$ cat src/rtl/gsu_pkg.sv
package gsu_pkg;

    // Register offsets inside the port window
    localparam int OFS_STAT = 'h40;
    localparam int OFS_ENB  = 'h50;
    localparam int OFS_TYPE = 'h60;
    localparam int OFS_CLR  = 'h70;

    // Per-pin sense state
    typedef enum logic {
        SENSE_IDLE = 1'b0,
        SENSE_PEND = 1'b1
    } sense_state_e;

    // Per-pin trigger configuration gathered from the three lanes
    typedef struct packed {
        logic both;      // lane 16: either edge
        logic edge_sel;  // lane 8: edge (1) or level (0)
        logic pol;       // lane 0: high/rising (1) or low/falling (0)
    } trig_cfg_t;

endpackage

$ cat src/rtl/gsu_regs.sv
module gsu_regs #(
    parameter int NPINS     = 8,
    parameter int ADDR_W    = 12,
    parameter int UPPER_OFS = 'h80
) (
    input  logic                 clk,
    input  logic                 rst_n,
    input  logic                 bus_wr,
    input  logic [ADDR_W-1:0]    bus_addr,
    input  logic [3*NPINS-1:0]   bus_wdata,
    input  logic [NPINS-1:0]     status,
    output logic [3*NPINS-1:0]   bus_rdata,
    output logic [NPINS-1:0]     enable_q,
    output logic [3*NPINS-1:0]   type_q,
    output logic [NPINS-1:0]     clr_vec
);
    import gsu_pkg::*;

    localparam int DW = 3 * NPINS;
    localparam logic [ADDR_W-1:0] A_STAT = ADDR_W'(OFS_STAT);
    localparam logic [ADDR_W-1:0] A_ENB  = ADDR_W'(OFS_ENB);
    localparam logic [ADDR_W-1:0] A_TYPE = ADDR_W'(OFS_TYPE);
    localparam logic [ADDR_W-1:0] A_CLR  = ADDR_W'(OFS_CLR);
    localparam logic [ADDR_W-1:0] A_MENB = ADDR_W'(UPPER_OFS + OFS_ENB);
    localparam logic [ADDR_W-1:0] A_MTYP = ADDR_W'(UPPER_OFS + OFS_TYPE);
    localparam logic [DW-1:0] TYPE_RST = {{NPINS{1'b0}}, {NPINS{1'b1}}, {NPINS{1'b1}}};

    logic [NPINS-1:0] wmask;
    logic [NPINS-1:0] wval;

    assign wmask = bus_wdata[2*NPINS-1:NPINS];
    assign wval  = bus_wdata[NPINS-1:0];

    // Write-one-to-clear strobes, valid only in the write cycle
    always_comb begin
        clr_vec = '0;
        if (bus_wr && bus_addr == A_CLR) begin
            clr_vec = wval;
        end
    end

    always_ff @(posedge clk or negedge rst_n) begin
        if (!rst_n) begin
            enable_q <= '0;
            type_q   <= TYPE_RST;
        end else if (bus_wr) begin
            if (bus_addr == A_ENB) begin
                enable_q <= wval;
            end else if (bus_addr == A_TYPE) begin
                type_q <= bus_wdata;
            end else if (bus_addr == A_MENB) begin
                enable_q <= (enable_q & ~wmask) | (wval & wmask);
            end else if (bus_addr == A_MTYP) begin
                type_q[NPINS-1:0] <= (type_q[NPINS-1:0] & ~wmask) | (wval & wmask);
            end
        end
    end

    always_comb begin
        bus_rdata = '0;
        if (bus_addr == A_STAT) begin
            bus_rdata = DW'(status);
        end else if (bus_addr == A_ENB) begin
            bus_rdata = DW'(enable_q);
        end else if (bus_addr == A_TYPE) begin
            bus_rdata = type_q;
        end
    end

endmodule

$ cat src/rtl/gsu_sense_cell.sv
module gsu_sense_cell (
    input  logic                clk,
    input  logic                rst_n,
    input  logic                pin_i,
    input  gsu_pkg::trig_cfg_t  cfg,
    input  logic                clr,
    output logic                pend
);
    import gsu_pkg::*;

    sense_state_e state_q, state_d;
    logic prev_q;
    logic rise, fall, hit;

    // Edge detect against the previous clock's sample
    always_comb begin
        rise = pin_i & ~prev_q;
        fall = ~pin_i & prev_q;
        if (cfg.edge_sel) begin
            if (cfg.both) begin
                hit = rise | fall;
            end else begin
                hit = cfg.pol ? rise : fall;
            end
        end else begin
            hit = (pin_i == cfg.pol);
        end
    end

    // Next-state logic
    always_comb begin
        state_d = state_q;
        unique case (state_q)
            SENSE_IDLE: begin
                if (hit) state_d = SENSE_PEND;        // take: hit
            end
            SENSE_PEND: begin
                if (cfg.edge_sel) begin
                    if (clr && !hit) state_d = SENSE_IDLE; // take: acknowledge
                end else begin
                    if (!hit) state_d = SENSE_IDLE;        // take: release
                end
            end
            default: state_d = SENSE_IDLE;
        endcase
    end

    // State register
    always_ff @(posedge clk or negedge rst_n) begin
        if (!rst_n) begin
            state_q <= SENSE_IDLE;
            prev_q  <= 1'b0;
        end else begin
            state_q <= state_d;
            prev_q  <= pin_i;
        end
    end

    // Outputs
    always_comb begin
        pend = (state_q == SENSE_PEND);
    end

endmodule

$ cat src/rtl/gpio_irq_sense.sv
module gpio_irq_sense #(
    parameter int NPINS     = 8,
    parameter int ADDR_W    = 12,
    parameter int UPPER_OFS = 'h80
) (
    input  logic                 clk,
    input  logic                 rst_n,
    input  logic [NPINS-1:0]     pin_i,
    input  logic                 bus_wr,
    input  logic [ADDR_W-1:0]    bus_addr,
    input  logic [3*NPINS-1:0]   bus_wdata,
    output logic [3*NPINS-1:0]   bus_rdata,
    output logic                 irq_o
);
    import gsu_pkg::*;

    logic [NPINS-1:0]   status_q;
    logic [NPINS-1:0]   enable_q;
    logic [3*NPINS-1:0] type_q;
    logic [NPINS-1:0]   clr_vec;

    gsu_regs #(
        .NPINS     (NPINS),
        .ADDR_W    (ADDR_W),
        .UPPER_OFS (UPPER_OFS)
    ) u_regs (
        .clk       (clk),
        .rst_n     (rst_n),
        .bus_wr    (bus_wr),
        .bus_addr  (bus_addr),
        .bus_wdata (bus_wdata),
        .status    (status_q),
        .bus_rdata (bus_rdata),
        .enable_q  (enable_q),
        .type_q    (type_q),
        .clr_vec   (clr_vec)
    );

    for (genvar i = 0; i < NPINS; i++) begin : g_pin
        trig_cfg_t cfg;
        assign cfg.both     = type_q[2*NPINS + i];
        assign cfg.edge_sel = type_q[NPINS + i];
        assign cfg.pol      = type_q[i];

        gsu_sense_cell u_cell (
            .clk   (clk),
            .rst_n (rst_n),
            .pin_i (pin_i[i]),
            .cfg   (cfg),
            .clr   (clr_vec[i]),
            .pend  (status_q[i])
        );
    end

    assign irq_o = |(status_q & enable_q);

endmodule

$ cat config.mk
export PLATFORM = sky130hd
export DESIGN_NAME = gpio_irq_sense
export DESIGN_NICKNAME = d
export VERILOG_FILES = /design/src/rtl/gsu_pkg.sv /design/src/rtl/gsu_regs.sv /design/src/rtl/gsu_sense_cell.sv /design/src/rtl/gpio_irq_sense.sv
export SDC_FILE = /design/constraint.sdc
export NUM_CORES = 1
export LEC_CHECK = 0
export BUFFER_PORTS_ARGS = -buffer_cell sky130_fd_sc_hd__buf_2
export CORE_MARGIN = 5
export CORE_UTILIZATION = 40
export DETAILED_ROUTE_END_ITERATION = 12
export PLACE_DENSITY = 0.65
export SLEW_MARGIN = 0
export SYNTH_ARGS = -nofsm -noshare
export SYNTH_HDL_FRONTEND = slang
export SYNTH_SLANG_ARGS = --single-unit
export TNS_END_PERCENT = 5
$ cat constraint.sdc
create_clock -name clk -period 1.7 [get_ports clk]
set_clock_uncertainty 0.2 [all_clocks]
set_input_delay 0.085 -clock clk [delete_from_list [all_inputs] [get_ports clk]]
set_output_delay 0.085 -clock clk [all_outputs]
set_load 0.02 [all_outputs]
=== After elaboration in Yosys (flattened, before gate mapping) ===
Index checks and enable logic that the tools add are counted.

* Input bits: 47
* Bits in registers: 48

* Reduce and logical (&&, ||, !) cells: 23
* Bitwise logic cells: 56
* Mux-type cells: 66
* Equality and inequality tests: 16

{| class="wikitable"
|+ Operators with widths
! operator !! count
|-
| $mux W24 || 3
|-
| $mux W8 || 7
|-
| $eq A12 B7 Y1 const B || 4
|-
| $mux W1 || 48
|-
| $and A8 B8 Y8 || 4
|-
| $not A1 Y1 || 25
|-
| $eq A12 B8 Y1 const B || 2
|-
| $and A1 B1 Y1 || 16
|-
| $or A8 B8 Y8 || 2
|-
| $pmux W1 S2 || 8
|-
| $logic_and A1 B1 Y1 || 9
|-
| $eq A1 B1 Y1 || 8
|-
| $logic_not A1 Y1 || 8
|-
| $not A8 Y8 || 1
|-
| $or A1 B1 Y1 || 8
|-
| $reduce_or A8 Y1 || 1
|-
| $reduce_and A3 Y1 || 2
|-
| $reduce_and A4 Y1 || 1
|-
| $reduce_bool A2 Y1 || 2
|-
| $ne A2 B1 Y1 const B || 1
|-
| $ne A2 B2 Y1 const B || 1
|}

=== Depth between registers and ports, before layout ===
* Depth after elaboration: 10
* Mapped depth: 5
* Gate-level depth less buffers: 5

=== Hierarchy ===
A second synthesis with hierarchy kept.

* Cell total of the unflattened synthesis: 276
* Area total of the unflattened synthesis: 2,964.1 µm²

{| class="wikitable"
|+ Modules (own cells, without submodules)
! module !! times used !! area an instance (µm²) !! cells an instance
|-
| gsu_regs || 1 || 1,886.8 || 167
|-
| gsu_sense_cell || 8 || 130.1 || 13
|-
| gpio_irq_sense || 1 || 36.3 || 5
|}

=== Least setup slack after synthesis ===
Ideal clock, no wire load.

* Path type: input port to output port
* Start point: input bus_addr[1]
* End point: output bus_rdata[0]
* Slack: -0.360 ns
* Data arrival time: 1.775 ns
* Cell stages on the path: 5
* Path through: or4_4 > clkbuf_1 > or4_1 > clkbuf_1 > nor2_1

* Word-level cells in the longest chain between the ends: 4
* Elaborated cells between the ends (all ways): 6
* Classes of those cells: eq/ne: 3; mux: 3

{| class="wikitable"
|+ RTL lines
! element !! RTL line !! RTL
|-
| start: declaration || gpio_irq_sense.sv:10 || <nowiki>input logic [ADDR_W-1:0] bus_addr,</nowiki>
|-
| $eq A12 B7 Y1 || gsu_regs.sv:65 || <nowiki>end else if (bus_addr == A_TYPE) begin</nowiki>
|-
| $mux W24 || gsu_regs.sv:65 ||
|-
| $mux W24 || gsu_regs.sv:63 || <nowiki>end else if (bus_addr == A_ENB) begin</nowiki>
|-
| $mux W24 * || gsu_regs.sv:61 || <nowiki>if (bus_addr == A_STAT) begin</nowiki>
|-
| end: declaration || gpio_irq_sense.sv:12 || <nowiki>output logic [3*NPINS-1:0] bus_rdata,</nowiki>
|}

Every way passes the cells marked *; elsewhere a longest branch is shown, timed or not.

=== Worst setup path after layout ===
* Start point: input bus_addr[1]
* End point: output bus_rdata[20]

The elaborated chain is that of the path after synthesis.

==> results.sh <==
export IMPL_detail_route_wl_per_cell_um=16.0
export IMPL_timing_setup_critical_path_class="in2out"
export IMPL_synthesis_to_layout_area_growth_pct=47.5
export IMPL_antenna_left=0
export IMPL_min_delay_path_class="in2async"
export IMPL_post_synth_main_area_contributors="sky130_fd_sc_hd__dfrtp_1 27%, sky130_fd_sc_hd__dfstp_2 14%, sky130_fd_sc_hd__mux2_2 12%"
export IMPL_layout_nets=444
export IMPL_post_synth_top_area_fraction=0.273
export IMPL_grt_ovfl_total=0
export IMPL_critical_path_slowest_cell="sky130_fd_sc_hd__or4_4"
export IMPL_detailedRoute_firstIterationViolations=113
export IMPL_layout_drive_gt1_share=0.487
export IMPL_cpLargestDelayFamily="simple AND/OR/NAND/NOR gates"
export IMPL_post_route_period_util=1.17
export IMPL_post_synth_top_area_cell="sky130_fd_sc_hd__dfrtp_1"
export IMPL_max_stage_delay_ns=0.56
export IMPL_clk_network_pwr_share=0.297
export IMPL_result_of_the_run="complete, but fails checks"
export IMPL_cp_data_required_time_ns=1.41
export IMPL_maxSlewHeadroom=0.695
export IMPL_core_area_um2=7210
export IMPL_vias_per_cell=5.21
export IMPL_drc_errors=0
export IMPL_worst_endpoint_arrival_ns=1.70
export IMPL_setup_tns_ns=-8.02
export IMPL_die_height_um=95.6
export IMPL_rsz0062_at_grt="true"
export IMPL_leakage_nw=1.97
export IMPL_ctsHtreeMaxLevel=2
export IMPL_rrSetupSlack_ns=0.17
export IMPL_path_common_cell="sky130_fd_sc_hd__buf_6"
export IMPL_synth_cell_type_count=27
export IMPL_power_combinational_fraction=0.161
export IMPL_max_cap_viol_count=0
export IMPL_die_area_um2=9150
export IMPL_gp_routability_congestion=0.743
export IMPL_detailroute_via_count=2506
export IMPL_start_kind="input port"
export IMPL_worst_setup_path_end_kind="primary output"
export IMPL_switching_share=0.248
export IMPL_r2r_worst_path_cells=3
export IMPL_cellInternalPower_mw=1.65
export IMPL_r2r_end="g_pin[5].u_cell.pend"
export IMPL_synth_seq_cells=48
export IMPL_final_max_slew_violation_count=0
export IMPL_top_library_cells_by_usage_in_the_layout_fill_and_taps_aside="43 x sky130_fd_sc_hd__buf_2, 33 x sky130_fd_sc_hd__dlygate4sd3_1, 32 x sky130_fd_sc_hd__dfrtp_1, 30 x sky130_fd_sc_hd__mux2_2, 29 x sky130_fd_sc_hd__buf_6"
export IMPL_timing_critical_path_from="bus_addr[1]"
export IMPL_vdd_ir_drop_max_mv=0.314
export IMPL_grt_total_usage=0.177
export IMPL_grt_pass1_wl_um=12500
export IMPL_clock_insertion_delay_worst_skew_ns=0.30
export IMPL_grt_antenna_before_repair=0
export IMPL_cts_root_buffer="sky130_fd_sc_hd__clkbuf_8"
export IMPL_crit_chain="buf_6 -> or4_4 -> buf_12 -> nor4_4 -> buf_6 -> and3_4 -> buf_6"
export IMPL_net_switching_power_of_the_design_uw=543
export IMPL_critPathBufInv=4
export IMPL_synth_area_um2=2930
export IMPL_worst_slew_pin_transition_ns=0.458
export IMPL_numCtsBuffers=5
export IMPL_setup_violations=64
export IMPL_max_clock_path_buffers=2
export IMPL_cp_max_fo=8
export IMPL_dp_hpwl_um=5720
export IMPL_start_util=0.407
export IMPL_wl_um=7710
export IMPL_cts_tree="yes"
export IMPL_chipWidth_um=95.6
export IMPL_grt_pass1_vias=2574
export IMPL_fin_worst_hold_slack_ns=0.0677
export IMPL_post_synth_cell_area_avg_um2=11.2
export IMPL_synthesis_nets=325
export IMPL_portBuffers=71
export IMPL_grt_max_degree=25
export IMPL_row_count=31
export IMPL_mapped_cells=262
export IMPL_clk_sink_count=48
export IMPL_final_common_cell="sky130_fd_sc_hd__buf_2"
export IMPL_clk_transition_reported_paths_ns=0.08
export IMPL_boundaryPins=72
export IMPL_number_of_synthesis_warnings=0
export IMPL_achievable_frequency_mhz=503
export IMPL_seq_power_share=0.542
export IMPL_fin_crit_ns=1.99
export IMPL_finalWorstSetupSlack_ns=-0.289
export IMPL_synth_sequential_area_ratio=0.416
export IMPL_insertedDiodeCount=0
export IMPL_power_per_cell_area_nw_per_um2=506
export IMPL_failed_checks="setup timing"
export IMPL_drtPass1Iterations=4
export IMPL_endpoints_failing_hold=0
-- final cells by class --
type                       instances  area (um2)
multi-input combinational        184        1760
sequential                        48        1220
tap                               99         124
clock buffer                       7        76.3
inverter                          17        63.8
timing repair buffer             125        1070
fill                             629        2890
clock inverter                     1        5.00
-- stage by stage --
step | instances | setup WS [ns] | util | instance area, um2 | power [mW]
global placement | 439 | -0.379 | 0.498 | 3590 | 1.48
finish | 481 | -0.289 | 0.600 | 4330 | 2.19
CTS | 481 | -0.321 | 0.591 | 4260 | 2.22
global route | 481 | -0.303 | 0.600 | 4330 | 2.32
floorplan | 262 | -0.280 | - | 3030 | 1.33
detailed placement | 439 | -0.400 | 0.498 | 3590 | 1.49
-- worst register-to-register path: stages (launching register included) --
cell	delay, ns
sky130_fd_sc_hd__dfstp_2	0.57
sky130_fd_sc_hd__mux2_2	0.33
sky130_fd_sc_hd__o211ai_1	0.18
sky130_fd_sc_hd__o211ai_1	0.12
-- power groups by stage --
stage	logic (mW)	clock network, mW	registers (mW)
final	0.353	0.651	1.19
after global routing	0.392	0.734	1.19
after CTS	0.352	0.685	1.19
after detailed placement	0.282	0	1.21
after global placement	0.273	0	1.21
after floorplan	0.128	0	1.20
-- timing repair --
item,4_1_cts,5_1_grt
hold buffers,33,0
setup buffers,1,0
pin swaps,16,4
setup endpoints to repair,40,64
resized for setup,65,14
endpoints found under the hold margin,87,0
-- cell families (layout without fill, tap and decap cells) --
| family | count (synthesis) | count (layout) | synth area share |
|---|---|---|---|
| buffers and inverters | 30 | 150 | 0.0448 |
| and+or+nand+nor | 76 | 76 | 0.154 |
| adders and majority gates | 16 | 16 | 0.0682 |
| muxes | 48 | 48 | 0.194 |
| AOI/OAI and AO/OA | 36 | 36 | 0.0989 |
| xor gates and xnor gates | 8 | 8 | 0.0239 |
| DFF | 48 | 48 | 0.416 |
-- metal layers --
layer	wire length, um	global-route usage
met1	3430	0.231
met2	3900	0.306
met3	299	0.0300
met4	78	0.0403
met5	0	0
-- how the worst max path moves through the flow --
stage | end | cells after the start
after floorplan | u_regs.type_q[16] | 5
after global placement | bus_rdata[20] | 7
after detailed placement | u_regs.type_q[16] | 4
after CTS | bus_rdata[17] | 7
after global routing | bus_rdata[20] | 7
final | bus_rdata[20] | 7
-- cells in the mapped netlist --
cell	number
sky130_fd_sc_hd__or4bb_1	1
sky130_fd_sc_hd__ha_1	16
sky130_fd_sc_hd__dfstp_2	16
sky130_fd_sc_hd__inv_1	17
sky130_fd_sc_hd__nor4_2	2
sky130_fd_sc_hd__and3_1	16
sky130_fd_sc_hd__nor2_1	8
sky130_fd_sc_hd__clkbuf_1	10
sky130_fd_sc_hd__buf_1	1
sky130_fd_sc_hd__mux2i_1	8
sky130_fd_sc_hd__nor4_1	16
sky130_fd_sc_hd__o22a_1	8
sky130_fd_sc_hd__nand4b_1	3
sky130_fd_sc_hd__nand4_1	1
sky130_fd_sc_hd__or4_1	2
sky130_fd_sc_hd__mux2_2	30
sky130_fd_sc_hd__nor2b_1	9
sky130_fd_sc_hd__xor2_1	8
sky130_fd_sc_hd__mux2_4	10
sky130_fd_sc_hd__a2bb2oi_1	8
sky130_fd_sc_hd__a22oi_1	4
sky130_fd_sc_hd__nand2_1	16
sky130_fd_sc_hd__or4_4	2
sky130_fd_sc_hd__o211ai_1	16
sky130_fd_sc_hd__buf_6	1
sky130_fd_sc_hd__dfrtp_1	32
sky130_fd_sc_hd__buf_8	1
Power figures use the tool's default switching activity.
